===== src/rtl/cirq_pkg.sv =====
package cirq_pkg;

   typedef enum logic [3:0] {
      OP_NOP      = 4'd0,
      OP_ENABLE   = 4'd1,
      OP_SET_DEST = 4'd2,
      OP_RD_DEST  = 4'd3,
      OP_SET_MODE = 4'd4,
      OP_RD_MODE  = 4'd5,
      OP_SET_MASK = 4'd6,
      OP_ACK      = 4'd7,
      OP_RD_STAT  = 4'd8
   } cirq_op_e;

   // mode word layout
   localparam int DISTR_LSB = 0;
   localparam int TRIG_BIT  = 4;

   localparam logic [1:0] DISTR_FIXED = 2'd0;
   localparam logic [1:0] DISTR_RR    = 2'd1;
   localparam logic       TRIG_LEVEL  = 1'b0;
   localparam logic       TRIG_EDGE   = 1'b1;

   // per-interrupt decoded command strobes
   typedef struct packed {
      logic wr_dest;
      logic wr_mode;
      logic wr_mask;
      logic ack;
   } line_cmd_t;

endpackage


===== src/rtl/cirq_core_pick.sv =====
module cirq_core_pick #(
   parameter int NUM_CORE = 4,
   localparam int CIDX_W  = (NUM_CORE > 1) ? $clog2(NUM_CORE) : 1
) (
   input  logic [NUM_CORE-1:0] dest,
   input  logic [CIDX_W-1:0]   start,
   output logic                found,
   output logic [CIDX_W-1:0]   pick
);

   // circular search for the first set bit at or above start
   always_comb begin
      found = 1'b0;
      pick  = '0;
      for (int k = 0; k < NUM_CORE; k++) begin
         int               cand;
         logic [CIDX_W-1:0] cand_i;
         cand = int'(start) + k;
         if (cand >= NUM_CORE) cand = cand - NUM_CORE;
         cand_i = CIDX_W'(cand);
         if (!found && dest[cand_i]) begin
            found = 1'b1;
            pick  = cand_i;
         end
      end
   end

endmodule


===== src/rtl/cirq_line.sv =====
module cirq_line
   import cirq_pkg::*;
#(
   parameter int NUM_CORE = 4,
   parameter int DATA_W   = 32,
   localparam int CIDX_W  = (NUM_CORE > 1) ? $clog2(NUM_CORE) : 1
) (
   input  logic                clk,
   input  logic                rst_n,
   input  logic                glb_en,
   input  logic                irq_in,
   input  line_cmd_t           cmd,
   input  logic [DATA_W-1:0]   wr_data,
   output logic [NUM_CORE-1:0] dest_o,
   output logic [1:0]          distr_o,
   output logic                trig_o,
   output logic                mask_o,
   output logic                pend_o,
   output logic                insvc_o,
   output logic [NUM_CORE-1:0] core_out
);

   logic [NUM_CORE-1:0] dest_q;
   logic [1:0]          distr_q;
   logic                trig_q;
   logic                mask_q;
   logic                pend_q;
   logic                insvc_q;
   logic                prev_q;
   logic [CIDX_W-1:0]   tgt_q;
   logic [CIDX_W-1:0]   rr_ptr_q;

   logic                req;
   logic                rr_mode;
   logic [CIDX_W-1:0]   start;
   logic                found;
   logic [CIDX_W-1:0]   pick;
   logic                deliver;
   logic [CIDX_W-1:0]   next_ptr;
   logic                rise;

   assign rr_mode  = (distr_q == DISTR_RR);
   assign start    = rr_mode ? rr_ptr_q : '0;
   assign req      = (trig_q == TRIG_EDGE) ? pend_q : irq_in;
   assign rise     = irq_in & ~prev_q;
   assign deliver  = glb_en & ~mask_q & req & ~insvc_q & found;
   assign next_ptr = (pick == CIDX_W'(NUM_CORE - 1)) ? '0 : pick + 1'b1;

   cirq_core_pick #(.NUM_CORE(NUM_CORE)) u_pick (
      .dest  (dest_q),
      .start (start),
      .found (found),
      .pick  (pick)
   );

   always_ff @(posedge clk) begin
      if (!rst_n) begin
         dest_q   <= NUM_CORE'(1);
         distr_q  <= DISTR_FIXED;
         trig_q   <= TRIG_LEVEL;
         mask_q   <= 1'b1;
         pend_q   <= 1'b0;
         insvc_q  <= 1'b0;
         prev_q   <= 1'b0;
         tgt_q    <= '0;
         rr_ptr_q <= '0;
      end else begin
         prev_q <= irq_in;
         if (cmd.wr_dest) dest_q <= wr_data[NUM_CORE-1:0];
         if (cmd.wr_mode) begin
            distr_q <= wr_data[DISTR_LSB +: 2];
            trig_q  <= wr_data[TRIG_BIT];
         end
         if (cmd.wr_mask) mask_q <= wr_data[0];

         if (trig_q == TRIG_LEVEL)  pend_q <= 1'b0;
         else if (rise)             pend_q <= 1'b1;
         else if (deliver)          pend_q <= 1'b0;

         if (cmd.ack) begin
            insvc_q <= 1'b0;
         end else if (deliver) begin
            insvc_q <= 1'b1;
            tgt_q   <= pick;
            if (rr_mode) rr_ptr_q <= next_ptr;
         end
      end
   end

   // one-hot fan-out towards the cores
   for (genvar c = 0; c < NUM_CORE; c++) begin : g_out
      assign core_out[c] = insvc_q & ~mask_q & (tgt_q == CIDX_W'(c));
   end

   assign dest_o  = dest_q;
   assign distr_o = distr_q;
   assign trig_o  = trig_q;
   assign mask_o  = mask_q;
   assign pend_o  = pend_q;
   assign insvc_o = insvc_q;

   // an interrupt never asserts more than one core line
   p_one_target_r5: assert property (@(posedge clk) disable iff (!rst_n)
      $onehot0(core_out));

   // service starts only while enabled and unmasked
   p_start_gated_r2: assert property (@(posedge clk) disable iff (!rst_n)
      $rose(insvc_q) |-> ($past(glb_en) && !$past(mask_q)));

   // the chosen core lies inside the destination mask
   p_target_in_dest_r13: assert property (@(posedge clk) disable iff (!rst_n)
      $rose(insvc_q) |-> (|($past(dest_q) & (NUM_CORE'(1) << tgt_q))));

   // service holds until acknowledged
   p_held_until_ack_r8: assert property (@(posedge clk) disable iff (!rst_n)
      (insvc_q && !cmd.ack) |=> insvc_q);

   // acknowledge ends service
   p_ack_clears_r10: assert property (@(posedge clk) disable iff (!rst_n)
      cmd.ack |=> !insvc_q);

endmodule


===== src/rtl/cirq_distributor.sv =====
module cirq_distributor
   import cirq_pkg::*;
#(
   parameter int NUM_IRQ    = 4,
   parameter int NUM_CORE   = 4,
   parameter int FIRST_LINE = 24,
   parameter int DATA_W     = 32,
   parameter int IDX_W      = 8,
   localparam int LINES     = FIRST_LINE + NUM_IRQ
) (
   input  logic                      clk,
   input  logic                      rst_n,
   input  logic [NUM_IRQ-1:0]        irq_in,
   input  logic                      cmd_valid,
   input  logic [3:0]                cmd_op,
   input  logic [IDX_W-1:0]          cmd_idx,
   input  logic [DATA_W-1:0]         cmd_data,
   output logic [DATA_W-1:0]         rd_data,
   output logic [NUM_CORE*LINES-1:0] core_irq
);

   // elaboration-time parameter checks
   if (NUM_CORE < 2 || NUM_CORE > DATA_W) begin : g_bad_cores
      $error("cirq_distributor: NUM_CORE must lie in 2..DATA_W");
   end
   if (NUM_IRQ < 1 || NUM_IRQ > (1 << IDX_W)) begin : g_bad_irqs
      $error("cirq_distributor: NUM_IRQ must fit the index width");
   end
   if (DATA_W < 8) begin : g_bad_data
      $error("cirq_distributor: DATA_W must hold the mode word");
   end

   cirq_op_e op;
   logic     idx_ok;
   logic     glb_en_q;
   logic     is_read;

   assign op      = cirq_op_e'(cmd_op);
   assign idx_ok  = (int'(cmd_idx) < NUM_IRQ);
   assign is_read = (op == OP_RD_DEST) || (op == OP_RD_MODE) || (op == OP_RD_STAT);

   logic [NUM_CORE-1:0] dest_a  [NUM_IRQ];
   logic [1:0]          distr_a [NUM_IRQ];
   logic                trig_a  [NUM_IRQ];
   logic                mask_a  [NUM_IRQ];
   logic                pend_a  [NUM_IRQ];
   logic                insvc_a [NUM_IRQ];
   logic [NUM_CORE-1:0] out_a   [NUM_IRQ];

   for (genvar i = 0; i < NUM_IRQ; i++) begin : g_line
      line_cmd_t lc;
      logic      hit;
      assign hit        = cmd_valid && idx_ok && (cmd_idx == IDX_W'(i));
      assign lc.wr_dest = hit && (op == OP_SET_DEST);
      assign lc.wr_mode = hit && (op == OP_SET_MODE);
      assign lc.wr_mask = hit && (op == OP_SET_MASK);
      assign lc.ack     = hit && (op == OP_ACK);

      cirq_line #(.NUM_CORE(NUM_CORE), .DATA_W(DATA_W)) u_line (
         .clk      (clk),
         .rst_n    (rst_n),
         .glb_en   (glb_en_q),
         .irq_in   (irq_in[i]),
         .cmd      (lc),
         .wr_data  (cmd_data),
         .dest_o   (dest_a[i]),
         .distr_o  (distr_a[i]),
         .trig_o   (trig_a[i]),
         .mask_o   (mask_a[i]),
         .pend_o   (pend_a[i]),
         .insvc_o  (insvc_a[i]),
         .core_out (out_a[i])
      );
   end

   // global enable
   always_ff @(posedge clk) begin
      if (!rst_n)                            glb_en_q <= 1'b0;
      else if (cmd_valid && op == OP_ENABLE) glb_en_q <= cmd_data[0];
   end

   // readback selection
   logic [DATA_W-1:0] rb_val;
   always_comb begin
      rb_val = '0;
      for (int i = 0; i < NUM_IRQ; i++) begin
         if (idx_ok && cmd_idx == IDX_W'(i)) begin
            unique case (op)
               OP_RD_DEST: rb_val[NUM_CORE-1:0] = dest_a[i];
               OP_RD_MODE: begin
                  rb_val[DISTR_LSB +: 2] = distr_a[i];
                  rb_val[TRIG_BIT]       = trig_a[i];
               end
               OP_RD_STAT: rb_val[2:0] = {insvc_a[i], pend_a[i], mask_a[i]};
               default:    rb_val = '0;
            endcase
         end
      end
   end

   always_ff @(posedge clk) begin
      if (!rst_n)                     rd_data <= '0;
      else if (cmd_valid && is_read)  rd_data <= rb_val;
   end

   // core-side line map: interrupt i sits at FIRST_LINE + i on each core
   for (genvar c = 0; c < NUM_CORE; c++) begin : g_core
      for (genvar l = 0; l < LINES; l++) begin : g_ln
         if (l >= FIRST_LINE) begin : g_common
            assign core_irq[c*LINES + l] = out_a[l - FIRST_LINE][c];
         end else begin : g_private
            assign core_irq[c*LINES + l] = 1'b0;
         end
      end
   end

   // reserved mode-word bits always read as zero
   p_mode_zeros_r4: assert property (@(posedge clk) disable iff (!rst_n)
      ($past(cmd_valid) && $past(cmd_op) == 4'(OP_RD_MODE))
         |-> (rd_data[3:2] == 2'b00 && (rd_data >> 5) == '0));

endmodule


===== config.mk =====
export PLATFORM = sky130hd
export DESIGN_NAME = cirq_distributor
export DESIGN_NICKNAME = d
export VERILOG_FILES = /design/src/rtl/cirq_pkg.sv /design/src/rtl/cirq_core_pick.sv /design/src/rtl/cirq_line.sv /design/src/rtl/cirq_distributor.sv
export SDC_FILE = /design/constraint.sdc
export NUM_CORES = 1
export LEC_CHECK = 0
export CORE_UTILIZATION = 46
export DETAILED_ROUTE_END_ITERATION = 10
export PLACE_DENSITY_LB_ADDON = 0.3
export REMOVE_ABC_BUFFERS = 1
export SLEW_MARGIN = 40
export SYNTH_ARGS = -nofsm -noshare
export SYNTH_HDL_FRONTEND = slang
export SYNTH_SLANG_ARGS = --single-unit

===== constraint.sdc =====
create_clock -name clk -period 2.9 [get_ports clk]
set_input_delay 0.435 -clock clk [delete_from_list [all_inputs] [get_ports clk]]
set_output_delay 0.435 -clock clk [all_outputs]
set_load 0.03 [all_outputs]

==> summary.md <==
| Metric | Value |
|---|---|
| Die area | `0.0118 mm²` |
| Postcts setup bufs | `0` |
| Max_slew headroom | `55.1%` |
| Antenna-violating nets left | `0` |
| Detailed Routing Iterations Pass 1 | `5` |
| Cell accounting for the most synthesized area | `dfxtp_1` |
| Number of enable flip-flop cells after synthesis | `0` |
| Peak supply drop | `0.000273 V` |
| Cells taking the most area after synthesis | `dfxtp_1, buf_4, mux2i_1, nor2_1, nand2_1` |
| Largest net degree at the start of global routing | `25` |
| Min cycle time layout | `2.73 ns` |
| Root buffer cell | `clkbuf_16` |
| Power consumption | `2330 µW` |
| Post-CTS Resized | `0` |
| Aggregate global routing overflow | `0` |
| Worst Skew | `0.00691 ns` |
| Cells on worst reg2reg path | `10` |
| Hold Violations, Final | `0` |
| Rows | `38` |
| Die outline width | `109 µm` |
| Worst skew pair latency | `0.33 ns` |
| Routed WL | `12.5 mm` |
| RSZ-0062 raised after global routing | `false` |
| Starting density of the core | `47.8%` |
| Fin worst setup slack | `0.169 ns` |
| Commonest non-fill, non-tap cell in the layout | `conb_1` |
| Top cell type's share of synthesized area | `25.2%` |
| Worst R2R End | `g_line[0].u_line.rr_ptr_q[0]` |
| TritonCTS clock tree | `done` |
| YS warnings | `0` |
| Chip height | `109 µm` |
| Crit path from | `g_line[0].u_line.distr_o[1]` |
| Port Buffers | `44` |
| Most frequent cells in the layout | `conb_1, nor2_1, dfxtp_1, mux2i_1, clkdlybuf4s50_1` |
| Cells after synthesis | `646` |
| Routed vias/inst | `5.42` |
| CP max FO | `4` |
| Setup CP Type | `register to register` |
| WP data required | `3.12 ns` |
| Flop2flop setup slack | `0.17 ns` |
| Status | `finished, final reports clean` |
| Fill cell count | `1067` |
| CTS Sinks | `66` |
| GRT Util Overall | `21.1%` |
| Ant. Diodes | `0` |
| Clock transition at path regs | `0.05 ns` |
| Power Dens Cells | `414 mW/mm²` |
| DP Area | `0.00533 mm²` |
| Leak | `0.00209 µW` |
| First-pass GRT wire length | `19.5 mm` |
| H-tree depth | `3` |
| Max Cap Viol | `0` |
| Top FF cell, synth | `dfxtp_1` |
| IO Pins | `195` |
| Slowest CP cell | `dfxtp_1` |
| Cts-stage hold buffer count | `0` |
| Layout cell share with drive strength beyond 1 | `9.57%` |
| Hold Path Class | `register to register` |
| Crit start category | `register` |
| Max Fclk | `366 MHz` |
| Fin Hold WS | `0.447 ns` |
| Final instance area | `0.00562 mm²` |
| CP endpoint | `g_line[0].u_line.rr_ptr_q[0]` |
| Drt drc | `0` |
| Final Cycle Share | `94.2%` |
| Async set-reset flop share out of synthesis | `0%` |
| Register area share after synthesis | `25.2%` |
| Initial antenna violation count | `0` |
| Flops & latches, synth | `66` |
| Vias in the first global route | `3838` |
| Cell chain of the critical path | `and2b_2, o21ai_0, a21oi_1, o21a_1, mux2_2, a211oi_1, inv_1, ha_1, o31a_1, a2111oi_4` |
| Core Area | `0.0110 mm²` |
| Pre-CTS WS | `0.138 ns` |
| Via count | `4502` |
| Worst-margin pin slew | `0.671 ns` |
| Worst EP arrival | `2.95 ns` |
| Clk buf depth | `2` |
| Element type at the critical path end | `register` |
| CTS Buf Count | `9` |
| Worst R2R Start | `g_line[0].u_line.distr_o[1]` |
| CP max stage delay | `0.37 ns` |
| 1st-iter DRT viols | `318` |
| Final TNS setup | `0 ns` |
| Final net count | `739` |
| Gpl congestion | `0.957` |
| Post-Syn Area | `0.00525 mm²` |
| Worst hold stages | `2` |
| Final slew viol count | `0` |
| Netlist cell types | `88` |
| DP Wirelength | `9.17 mm` |
| Layout area overhead | `7.08%` |
| Synth Area per Inst | `8.12 µm²` |
| Wire per inst | `15.0 µm` |
| Finish-stage setup viols | `0` |
==> cell usage after synthesis, types with 6 or more instances <==
cell	instances
and3_1	6
nor4b_1	7
nor3_1	12
nor2_1	79
buf_4	125
inv_1	21
buf_2	6
a221oi_1	8
a21oi_1	23
dfxtp_1	66
nand3_1	10
clkbuf_1	14
o211ai_1	6
and2_1	6
a22oi_1	8
mux2i_1	47
o22ai_1	6
nand2b_1	9
nor2b_1	7
nand2_1	43
o21ai_0	22
==> layer usage <==
metal | GRT usage (%) | wire length [µm] | vias to the layer above
met5 | 0 | 0 | -
met4 | 6.85 | 239 | 0
met3 | 4.48 | 923 | 23
met2 | 33.3 | 5720 | 241
met1 | 28.6 | 5600 | 2107
li1 | - | - | 2131
==> worst min path at each step <==
| stage | startpoint | endpoint | slack (ns) |
|---|---|---|---|
| final | rd_data[1] | rd_data[1] | 0.45 |
| after global routing | rd_data[0] | rd_data[0] | 0.47 |
| after CTS | rd_data[1] | rd_data[1] | 0.45 |
| after detailed placement | rd_data[1] | rd_data[1] | 0.45 |
| after global placement | rd_data[0] | rd_data[0] | 0.44 |
| after floorplan | g_line[3].u_line.trig_o | g_line[3].u_line.pend_o | 0.45 |
==> worst max-delay path: cells and delay by family, from the launching register on <==
family                   cells  cell delay [ns]
AO/OA/AOI/OAI                6             1.41
flip-flops                   1             0.37
multiplexers                 1             0.31
AND/OR/NAND/NOR              1             0.26
adder cells (fa/ha/maj)      1             0.18
buffers and inverters        1             0.07
==> sequential cells by signal, summed over array words and instances (netlist names) <==
register and count:
g_line.u_line.dest_o 16, g_line.u_line.mask_o 4, g_line.u_line.distr_o 8, g_line.u_line.prev_q 4, g_line.u_line.rr_ptr_q 8, g_line.u_line.insvc_o 4
glb_en_q 1, g_line.u_line.tgt_q 8, g_line.u_line.pend_o 4, g_line.u_line.trig_o 4, rd_data 5
==> through the flow <==
step                instances  util, %
floorplan                 615        -
global placement          816     48.5
detailed placement        816     48.5
CTS                       830     51.2
global route              830     51.2
finish                    830     51.2
==> area by class of cell <==
cell class                 instances  area, µm²  area share [%]
multi-input combinational        527       3180            56.6
sequential                        66       1320            23.5
timing repair buffer              61        568            10.1
clock buffer                      11        253            4.50
tap                              140        175            3.12
inverter                          22       82.6            1.47
clock inverter                     3       40.0           0.713
==> cells by family (layout without fill, tap and decap cells) <==
family / Yosys count / in the layout / share of synthesized area, %
flip-flops: 66 / 66 / 25.2
AO/OA/AOI/OAI: 130 / 130 / 18.6
adder cells (fa/ha/maj): 1 / 1 / 0.238
buffers and inverters: 175 / 97 / 23.0
AND/OR/NAND/NOR: 217 / 217 / 21.6
XOR/XNOR: 3 / 3 / 0.501
other: 1 / 123 / 0.0715
multiplexers: 53 / 53 / 10.8
==> report_power, final <==
group	switching [µW]	total [µW]	internal (µW)
clock	370	1070	698
combinational	290	347	57.5
sequential	1.36	912	911
total	661	2330	1670
(Power assumes the default switching activity.)
